==> config.mk <==
export PLATFORM = sky130hd
export DESIGN_NAME = split_bus_master
export DESIGN_NICKNAME = d
export VERILOG_FILES = /design/src/rtl/sbm_pkg.sv /design/src/rtl/sbm_req_hold.sv /design/src/rtl/sbm_addr_ctrl.sv /design/src/rtl/sbm_data_ctrl.sv /design/src/rtl/split_bus_master.sv
export SDC_FILE = /design/constraint.sdc
export NUM_CORES = 1
export LEC_CHECK = 0
export BUFFER_PORTS_ARGS = -buffer_cell sky130_fd_sc_hd__buf_4
export CORE_UTILIZATION = 46
export DETAILED_ROUTE_END_ITERATION = 10
export GPL_TIMING_DRIVEN = 1
export PLACE_DENSITY = 0.8
export SYNTH_ARGS = -nofsm -noshare
export SYNTH_HDL_FRONTEND = slang
export SYNTH_SLANG_ARGS = --single-unit
==> constraint.sdc <==
create_clock -name clk -period 2.25 [get_ports clk]
set_clock_uncertainty 0.1 [all_clocks]
set_input_delay 0.45 -clock clk [delete_from_list [all_inputs] [get_ports clk]]
set_output_delay 0.45 -clock clk [all_outputs]
set_load 0.05 [all_outputs]
==> src/rtl/sbm_pkg.sv <==
package sbm_pkg;

   typedef enum logic [1:0] {
      A_IDLE    = 2'd0,
      A_TENURE  = 2'd1,
      A_BACKOFF = 2'd2,
      A_DATA    = 2'd3
   } addr_st_e;

   typedef enum logic [1:0] {
      D_IDLE = 2'd0,
      D_ARB  = 2'd1,
      D_OWN  = 2'd2,
      D_REL  = 2'd3
   } data_st_e;

   function automatic int cnt_width(input int n);
      return (n > 1) ? $clog2(n) : 1;
   endfunction

endpackage

==> src/rtl/sbm_req_hold.sv <==
module sbm_req_hold #(
   parameter int AW  = 32,
   parameter int SZW = 2
) (
   input  logic           clk,
   input  logic           rst_n,
   input  logic           req_valid,
   input  logic [AW-1:0]  req_addr,
   input  logic           req_rnw,
   input  logic [SZW-1:0] req_size,
   input  logic           done,
   output logic           pending,
   output logic [AW-1:0]  addr_q,
   output logic           rnw_q,
   output logic [SZW-1:0] size_q
);

   logic accept;
   assign accept = req_valid && !pending;

   always_ff @(posedge clk or negedge rst_n) begin
      if (!rst_n) begin
         pending <= 1'b0;
         addr_q  <= '0;
         rnw_q   <= 1'b0;
         size_q  <= '0;
      end else if (accept) begin
         pending <= 1'b1;
         addr_q  <= req_addr;
         rnw_q   <= req_rnw;
         size_q  <= req_size;
      end else if (done) begin
         pending <= 1'b0;
      end
   end

   a_r9_attrs_stable: assert property (@(posedge clk) disable iff (!rst_n)
      ($past(pending) && pending) |-> ($stable(addr_q) && $stable(rnw_q) && $stable(size_q)));

endmodule

==> src/rtl/sbm_addr_ctrl.sv <==
module sbm_addr_ctrl
   import sbm_pkg::*;
#(
   parameter int RETRY_GAP = 2
) (
   input  logic clk,
   input  logic rst_n,
   input  logic pending,
   input  logic data_idle,
   input  logic done,
   input  logic aack_n,
   input  logic artry_n,
   output logic ts_n,
   output logic addr_ok
);

   localparam int GW = cnt_width(RETRY_GAP);

   addr_st_e st_q;
   logic     gap_last;

   generate
      if (RETRY_GAP == 1) begin : g_gap_single
         assign gap_last = 1'b1;
      end else begin : g_gap_count
         logic [GW-1:0] gap_q;
         always_ff @(posedge clk or negedge rst_n) begin
            if (!rst_n)                gap_q <= '0;
            else if (st_q == A_BACKOFF) gap_q <= gap_q + 1'b1;
            else                       gap_q <= '0;
         end
         assign gap_last = (gap_q == GW'(RETRY_GAP - 1));
      end
   endgenerate

   // Retry outranks acknowledge when both are sampled together.
   assign addr_ok = (st_q == A_TENURE) && artry_n && !aack_n;

   always_ff @(posedge clk or negedge rst_n) begin
      if (!rst_n) begin
         st_q <= A_IDLE;
         ts_n <= 1'b1;
      end else begin
         ts_n <= 1'b1;
         unique case (st_q)
            A_IDLE: begin
               if (pending && data_idle) begin
                  st_q <= A_TENURE;
                  ts_n <= 1'b0;
               end
            end
            A_TENURE: begin
               if (!artry_n)     st_q <= A_BACKOFF;
               else if (!aack_n) st_q <= A_DATA;
            end
            A_BACKOFF: begin
               if (gap_last) st_q <= A_IDLE;
            end
            A_DATA: begin
               if (done) st_q <= A_IDLE;
            end
            default: st_q <= A_IDLE;
         endcase
      end
   end

   a_r2_ts_single: assert property (@(posedge clk) disable iff (!rst_n)
      !ts_n |=> ts_n);

   a_r10_ts_needs_idle_data: assert property (@(posedge clk) disable iff (!rst_n)
      !ts_n |-> data_idle);

endmodule

==> src/rtl/sbm_data_ctrl.sv <==
module sbm_data_ctrl
   import sbm_pkg::*;
#(
   parameter int DW          = 32,
   parameter int RELEASE_CYC = 1
) (
   input  logic          clk,
   input  logic          rst_n,
   input  logic          addr_ok,
   input  logic          rnw,
   input  logic          dbg_n,
   input  logic          dbb_n_in,
   input  logic          ta_n,
   input  logic [DW-1:0] bus_data_in,
   output logic          dbb_n_out,
   output logic          dbb_oe,
   output logic          done,
   output logic [DW-1:0] rd_data,
   output logic          data_idle
);

   localparam int RW = cnt_width(RELEASE_CYC);

   data_st_e st_q;
   logic     rel_last;

   generate
      if (RELEASE_CYC == 1) begin : g_rel_single
         assign rel_last = 1'b1;
      end else begin : g_rel_count
         logic [RW-1:0] rel_q;
         always_ff @(posedge clk or negedge rst_n) begin
            if (!rst_n)             rel_q <= '0;
            else if (st_q == D_REL) rel_q <= rel_q + 1'b1;
            else                    rel_q <= '0;
         end
         assign rel_last = (rel_q == RW'(RELEASE_CYC - 1));
      end
   endgenerate

   assign data_idle = (st_q == D_IDLE);

   always_ff @(posedge clk or negedge rst_n) begin
      if (!rst_n) begin
         st_q      <= D_IDLE;
         dbb_n_out <= 1'b1;
         dbb_oe    <= 1'b0;
         done      <= 1'b0;
         rd_data   <= '0;
      end else begin
         done <= 1'b0;
         unique case (st_q)
            D_IDLE: begin
               if (addr_ok) st_q <= D_ARB;
            end
            D_ARB: begin
               if (!dbg_n && dbb_n_in) begin
                  st_q      <= D_OWN;
                  dbb_oe    <= 1'b1;
                  dbb_n_out <= 1'b0;
               end
            end
            D_OWN: begin
               if (!ta_n) begin
                  st_q      <= D_REL;
                  dbb_n_out <= 1'b1;
                  done      <= 1'b1;
                  if (rnw) rd_data <= bus_data_in;
               end
            end
            D_REL: begin
               if (rel_last) begin
                  st_q   <= D_IDLE;
                  dbb_oe <= 1'b0;
               end
            end
            default: st_q <= D_IDLE;
         endcase
      end
   end

   a_r5_own_needs_grant: assert property (@(posedge clk) disable iff (!rst_n)
      $rose(dbb_oe) |-> $past(!dbg_n && dbb_n_in));

   a_r6_busy_held: assert property (@(posedge clk) disable iff (!rst_n)
      ($past(dbb_oe && !dbb_n_out) && $past(ta_n)) |-> (dbb_oe && !dbb_n_out));

   a_r7_release_high: assert property (@(posedge clk) disable iff (!rst_n)
      $fell(dbb_oe) |-> $past(dbb_n_out));

   a_r8_done_after_ta: assert property (@(posedge clk) disable iff (!rst_n)
      done |-> $past(!ta_n));

endmodule

==> src/rtl/split_bus_master.sv <==
module split_bus_master #(
   parameter int AW          = 32,
   parameter int DW          = 32,
   parameter int SZW         = 2,
   parameter int RELEASE_CYC = 1,
   parameter int RETRY_GAP   = 2
) (
   input  logic           clk,
   input  logic           rst_n,
   input  logic           req_valid,
   output logic           req_ready,
   input  logic [AW-1:0]  req_addr,
   input  logic           req_rnw,
   input  logic [SZW-1:0] req_size,
   output logic           done,
   output logic [DW-1:0]  rd_data,
   output logic           ts_n,
   output logic [AW-1:0]  bus_addr,
   output logic           bus_rnw,
   output logic [SZW-1:0] bus_size,
   input  logic           aack_n,
   input  logic           artry_n,
   input  logic           dbg_n,
   input  logic           dbb_n_in,
   output logic           dbb_n_out,
   output logic           dbb_oe,
   input  logic           ta_n,
   input  logic [DW-1:0]  bus_data_in
);

   generate
      if (AW < 1 || DW < 1 || SZW < 1) begin : g_bad_width
         $error("split_bus_master: widths must be at least 1");
      end
      if (RELEASE_CYC < 1) begin : g_bad_release
         $error("split_bus_master: RELEASE_CYC must be at least 1");
      end
      if (RETRY_GAP < 1) begin : g_bad_gap
         $error("split_bus_master: RETRY_GAP must be at least 1");
      end
   endgenerate

   logic pending;
   logic data_idle;
   logic addr_ok;

   assign req_ready = !pending;

   sbm_req_hold #(.AW(AW), .SZW(SZW)) u_hold (
      .clk       (clk),
      .rst_n     (rst_n),
      .req_valid (req_valid),
      .req_addr  (req_addr),
      .req_rnw   (req_rnw),
      .req_size  (req_size),
      .done      (done),
      .pending   (pending),
      .addr_q    (bus_addr),
      .rnw_q     (bus_rnw),
      .size_q    (bus_size)
   );

   sbm_addr_ctrl #(.RETRY_GAP(RETRY_GAP)) u_addr (
      .clk       (clk),
      .rst_n     (rst_n),
      .pending   (pending),
      .data_idle (data_idle),
      .done      (done),
      .aack_n    (aack_n),
      .artry_n   (artry_n),
      .ts_n      (ts_n),
      .addr_ok   (addr_ok)
   );

   sbm_data_ctrl #(.DW(DW), .RELEASE_CYC(RELEASE_CYC)) u_data (
      .clk         (clk),
      .rst_n       (rst_n),
      .addr_ok     (addr_ok),
      .rnw         (bus_rnw),
      .dbg_n       (dbg_n),
      .dbb_n_in    (dbb_n_in),
      .ta_n        (ta_n),
      .bus_data_in (bus_data_in),
      .dbb_n_out   (dbb_n_out),
      .dbb_oe      (dbb_oe),
      .done        (done),
      .rd_data     (rd_data),
      .data_idle   (data_idle)
   );

   a_r10_no_start_while_owned: assert property (@(posedge clk) disable iff (!rst_n)
      !ts_n |-> !dbb_oe);

endmodule

==> reports/metrics.cfg, run 1 <==
[synthesis]
synth_commonest_cells=75 x dfrtp_1, 65 x mux2_2, 5 x ha_1
synth_top_flop_cell=dfrtp_1
yosysWarnings=0
synth.most_common_cell=dfrtp_1
synth_top_area_share=0.626
ys_async_sr_fraction=1.00
synthesis.area_um2=3000
seq_area_frac_synth=0.643
synth_nets=263
synth_edf_count=0
yosysUniqueCellTypes=27
ys_top_cells_by_area=dfrtp_1 63%, mux2_2 24%, ha_1 2.1%, dfstp_2 1.8%, buf_6 1.1%
syn_inst=183
syn_area_per_cell_um2=16.4
ys_seq_elements=77
yosysTopAreaCell=dfrtp_1

[drt]
drc_errors=0
ant_nets=0
avgViaCountPerCell=4.99
drt_pass1_iterations=4
finalWirelength_um=6310
initialDrtViolationCount=47
wl_per_cell_um=15.1
vias=2086

[floorplanning]
die_h_um=82.8
start_util=0.475
io_pins=147
die_width_um=82.8
core_um2=6310
num_rows=29
dieArea_um2=6850

[cts]
clock_path_buffers=2
root_buffer=clkbuf_8
tritoncts.num_buffers=9
clock_sinks=77
clk_latency_ns=0.32
cts_tree=done
h-tree-depth=3
clk_pin_slew_ns=0.07

[timing]
worst_pin_slew_ns=0.486
hold_violations=0
timing.final.crit_period_ns=1.78
relSlewSlack=0.676
rsz0062_at_grt=false
slew_viol_final=0
fmax_mhz=560
setup_violations=0
min_period_over_period=0.793
finalSetupTns_ns=0

[global_routing]
grt_pass1_vias=2068
antenna_found_initial=0
grt.overflow.total=0
grt_start_max_net_pins=41
grt_util_all_layers=0.185
grt_pass1_wl_um=9310

[layout]
antennaDiodeCount=0
drive_gt1_frac=0.695
final_nets=417
area_growth_syn_to_layout_pct=46.5

[setup_path]
crit_required_ns=2.36
r2r_cells=6
cp_max_fo=32
path_class=reg2reg
critPathLaunchType=flip-flop
cp.arrival_ns=1.89
end_kind=flip-flop

[min_path]
hold_depth=2
hold_class=in2reg

[placement]
place_congestion=0.813
hpwl_um=4820
io_buffers=146

[status]
status=finished clean

[flow_run]
maxCapViolCount=0

## layout make-up
type	count	area [um^2]
fill	472	1920
tap	77	96.3
clock inverter	1	5.00
sequential	77	1930
timing repair buffer	150	1170
multi-input combinational	95	1010
clock buffer	14	173
inverter	4	15.0
## state kept, by name, summed over array words and instances, names as in the netlist, 2 cells and up
signal          count
u_addr.st_q         2
u_data.rd_data     32
u_data.st_q         2
u_hold.addr_q      32
u_hold.size_q       2
## per-layer routing
layer  wire [um]  up-vias  track usage
met5           0        -            0
li1            -      958            -
met3         437        8       0.0462
met4          82        0       0.0793
met2        3470       74        0.338
met1        2320     1046        0.201
## path summary, 6_finish.rpt
check                                         startpoint                        to  slack, ns
worst max-delay path                      u_data.st_q[0]         u_data.rd_data[1]       0.47
worst max register to register            u_data.st_q[0]         u_data.rd_data[1]       0.47
min in group asynchronous                          rst_n         u_data.rd_data[3]       0.52
max in group asynchronous                          rst_n          u_data.dbb_n_out       0.88
worst min register to register  u_addr.g_gap_count.gap_q  u_addr.g_gap_count.gap_q       0.32
worst min-delay path                     bus_data_in[14]        u_data.rd_data[14]       0.25
## critical path: stages, from the launching register on
cell	delay (ns)
dfrtp_1	0.39
inv_1	0.09
ha_1	0.24
and2b_1	0.19
nand2_2	0.09
buf_12	0.20
mux2_2	0.36
## cells in the final DEF, fill, tap and decap left out, drive strengths merged, types with 2 or more instances in the layout
| cell type | instances |
|---|---|
| a21oi | 2 |
| buf | 149 |
| clkbuf | 14 |
| dfrtp | 75 |
| dfstp | 2 |
| ha | 5 |
| inv | 4 |
| mux2 | 68 |
| nand2 | 3 |
| nand3b | 2 |
## cell families (layout without fill, tap and decap cells)
logic type	count (synthesis)	after routing	share of synthesized area
AND/OR/NAND/NOR	11	11	0.0284
buffers and inverters	11	169	0.0229
adder cells (fa/ha/maj)	5	5	0.0209
multiplexers	68	68	0.255
AO/OA/AOI/OAI	11	11	0.0296
flip-flops	77	77	0.643
## what timing repair did
| action | CTS | global route |
|---|---|---|
| endpoints found under the setup margin | 0 | 0 |
| hold buffers | 1 | 0 |
| resized for setup | 0 | 0 |
| hold endpoints to repair | 37 | 0 |
| buffers inserted | 0 | 0 |
## stage by stage
stage	util	hold slack, ns	cells	cell area (um^2)	setup slack (ns)
finish	0.696	0.248	418	4390	0.466
detailed placement	0.666	0.320	402	4210	0.454
floorplan	-	0.0544	183	3000	0.589
CTS	0.696	0.233	418	4390	0.462
global placement	0.666	0.308	402	4210	0.510
global route	0.696	0.233	418	4390	0.376
Power of run 1 is left out: the tool's default activity adds up to more than one toggle a clock period on the data nets, which glitch-free logic cannot reach.
==> run 2, diff against run 1 <==
Settings changed: CORE_UTILIZATION 46 to 41, PLACE_DENSITY 0.8 to 0.75.
Clock period 2.25 ns to 1.6 ns, I/O delays scaled along.
==> run 2 against run 1 <==
  * The flow now finishes with violations (negative setup slack)
  * Register-to-register slack got worse by 0.51 ns
  * Largest cell class unchanged
  * Die area is 12% higher
  * Hold slack got worse by 0.15 ns
==> reports/metrics.cfg, run 2 (synthesis gave the netlist of run 1 again) <==
[setup_path]
cp_max_fo=13
rrSetupSlack_ns=-0.05
critPathLaunch=u_data.st_q[0]
cp.arrival_ns=1.76
path_class=reg2reg
critPathLaunchType=flip-flop
worstPathCellList=inv_2 -> ha_4 -> and2b_1 -> nand2_4 -> clkbuf_16 -> mux2_2
crit_required_ns=1.71
end_kind=flip-flop
slowest_delay_ns=0.39
critical_path.slowest_cell=dfrtp_1
r2r-start=u_data.st_q[0]

[global_routing]
grt_pass1_vias=2104
antenna_found_initial=0
grt.overflow.total=0
grt_start_max_net_pins=78
grt_pass1_wl_um=9360
grt_util_all_layers=0.163

[timing]
relSlewSlack=0.728
setup_ws_ns=-0.0486
worst_pin_slew_ns=0.408
finalSetupTns_ns=-1.05
rsz0062_at_grt=true
min_period_over_period=1.03
hold_violations=0
slew_viol_final=0
fmax_mhz=607
setup_violations=33
timing.final.crit_period_ns=1.65

[layout]
mostFrequentLayoutCells=156 x buf_4, 75 x dfrtp_1, 65 x mux2_2
final_nets=428
antennaDiodeCount=0
utilization=0.663
area_growth_syn_to_layout_pct=53.5
reg.largest.list=u_data.rd_data x32, u_hold.addr_q x32
final_area_um2=4600
layout_commonest_cell=buf_4
drive_gt1_frac=0.722
fillers=520

[floorplanning]
num_rows=30
io_pins=147
core_um2=6940
die_width_um=87.5
dieArea_um2=7660
start_util=0.432
die_h_um=87.5

[drt]
drt_pass1_iterations=4
finalWirelength_um=6200
vias=2078
wl_per_cell_um=13.8
ant_nets=0
avgViaCountPerCell=4.63
drc_errors=0
initialDrtViolationCount=40

[cts]
clock_sinks=77
cts_tree=done
tritoncts.num_buffers=9
clk_pin_slew_ns=0.07
clock_path_buffers=2
h-tree-depth=3
clk_latency_ns=0.33
root_buffer=clkbuf_8

[min_path]
hold_path_startpoint=bus_data_in[6]
hold_class=in2reg

[flow_run]
maxCapViolCount=0

[placement]
hpwl_um=4580
place_area_um2=4310
pre_cts_ws_ns=-0.0553
io_buffers=146
place_congestion=0.764

[status]
violations=negative setup slack
status=complete, but fails checks

[run 2: layer usage]
metal	share of wire	global-route usage	routed length (um)
met2	0.52	0.292	3230
met1	0.39	0.176	2410
met3	0.077	0.0556	480
met5	0	0	0
met4	0.011	0.0671	69
[run 2: final timing paths]
| path | end | cells past startpoint |
|---|---|---|
| max in group asynchronous | u_data.dbb_n_out | 3 |
| max reg2reg | u_data.rd_data[0] | 6 |
| max | u_data.rd_data[0] | 6 |
| min reg2reg | u_addr.g_gap_count.gap_q | 1 |
| min in group asynchronous | u_hold.addr_q[1] | 3 |
| min | u_data.rd_data[6] | 2 |
[run 2: metrics by stage]
stage          std cells  hold slack [ns]
2_1_floorplan        183          -0.0756
3_3_place_gp         430            0.271
3_5_place_dp         430            0.273
4_1_cts              447           0.0865
5_1_grt              449           0.0820
6_report             449           0.0992
[run 2: critical path: cells and delay by family, from the launching register on]
kind | cells | cell delay (ns)
buffers and inverters | 2 | 0.25
adder cells (fa/ha/maj) | 1 | 0.16
AND/OR/NAND/NOR | 2 | 0.30
flip-flops | 1 | 0.39
multiplexers | 1 | 0.33
[run 2: what timing repair did]
item / CTS / global route
gates resized for setup: 1 / 1
hold endpoints to repair: 75 / 0
gates cloned: 0 / 1
pin swaps: 1 / 1
setup buffers: 0 / 1
hold buffers: 1 / 0
endpoints found under the setup margin: 29 / 35
[run 2: layout make-up]
| cell class | count | area (um^2) | area share |
|---|---|---|---|
| clock buffer | 13 | 179 | 0.0389 |
| clock inverter | 3 | 65.1 | 0.0141 |
| inverter | 4 | 15.0 | 0.00326 |
| multi-input combinational | 95 | 1030 | 0.224 |
| sequential | 77 | 1930 | 0.419 |
| tap | 96 | 120 | 0.0261 |
| timing repair buffer | 161 | 1270 | 0.275 |
Power of run 2 is left out for the same reason.
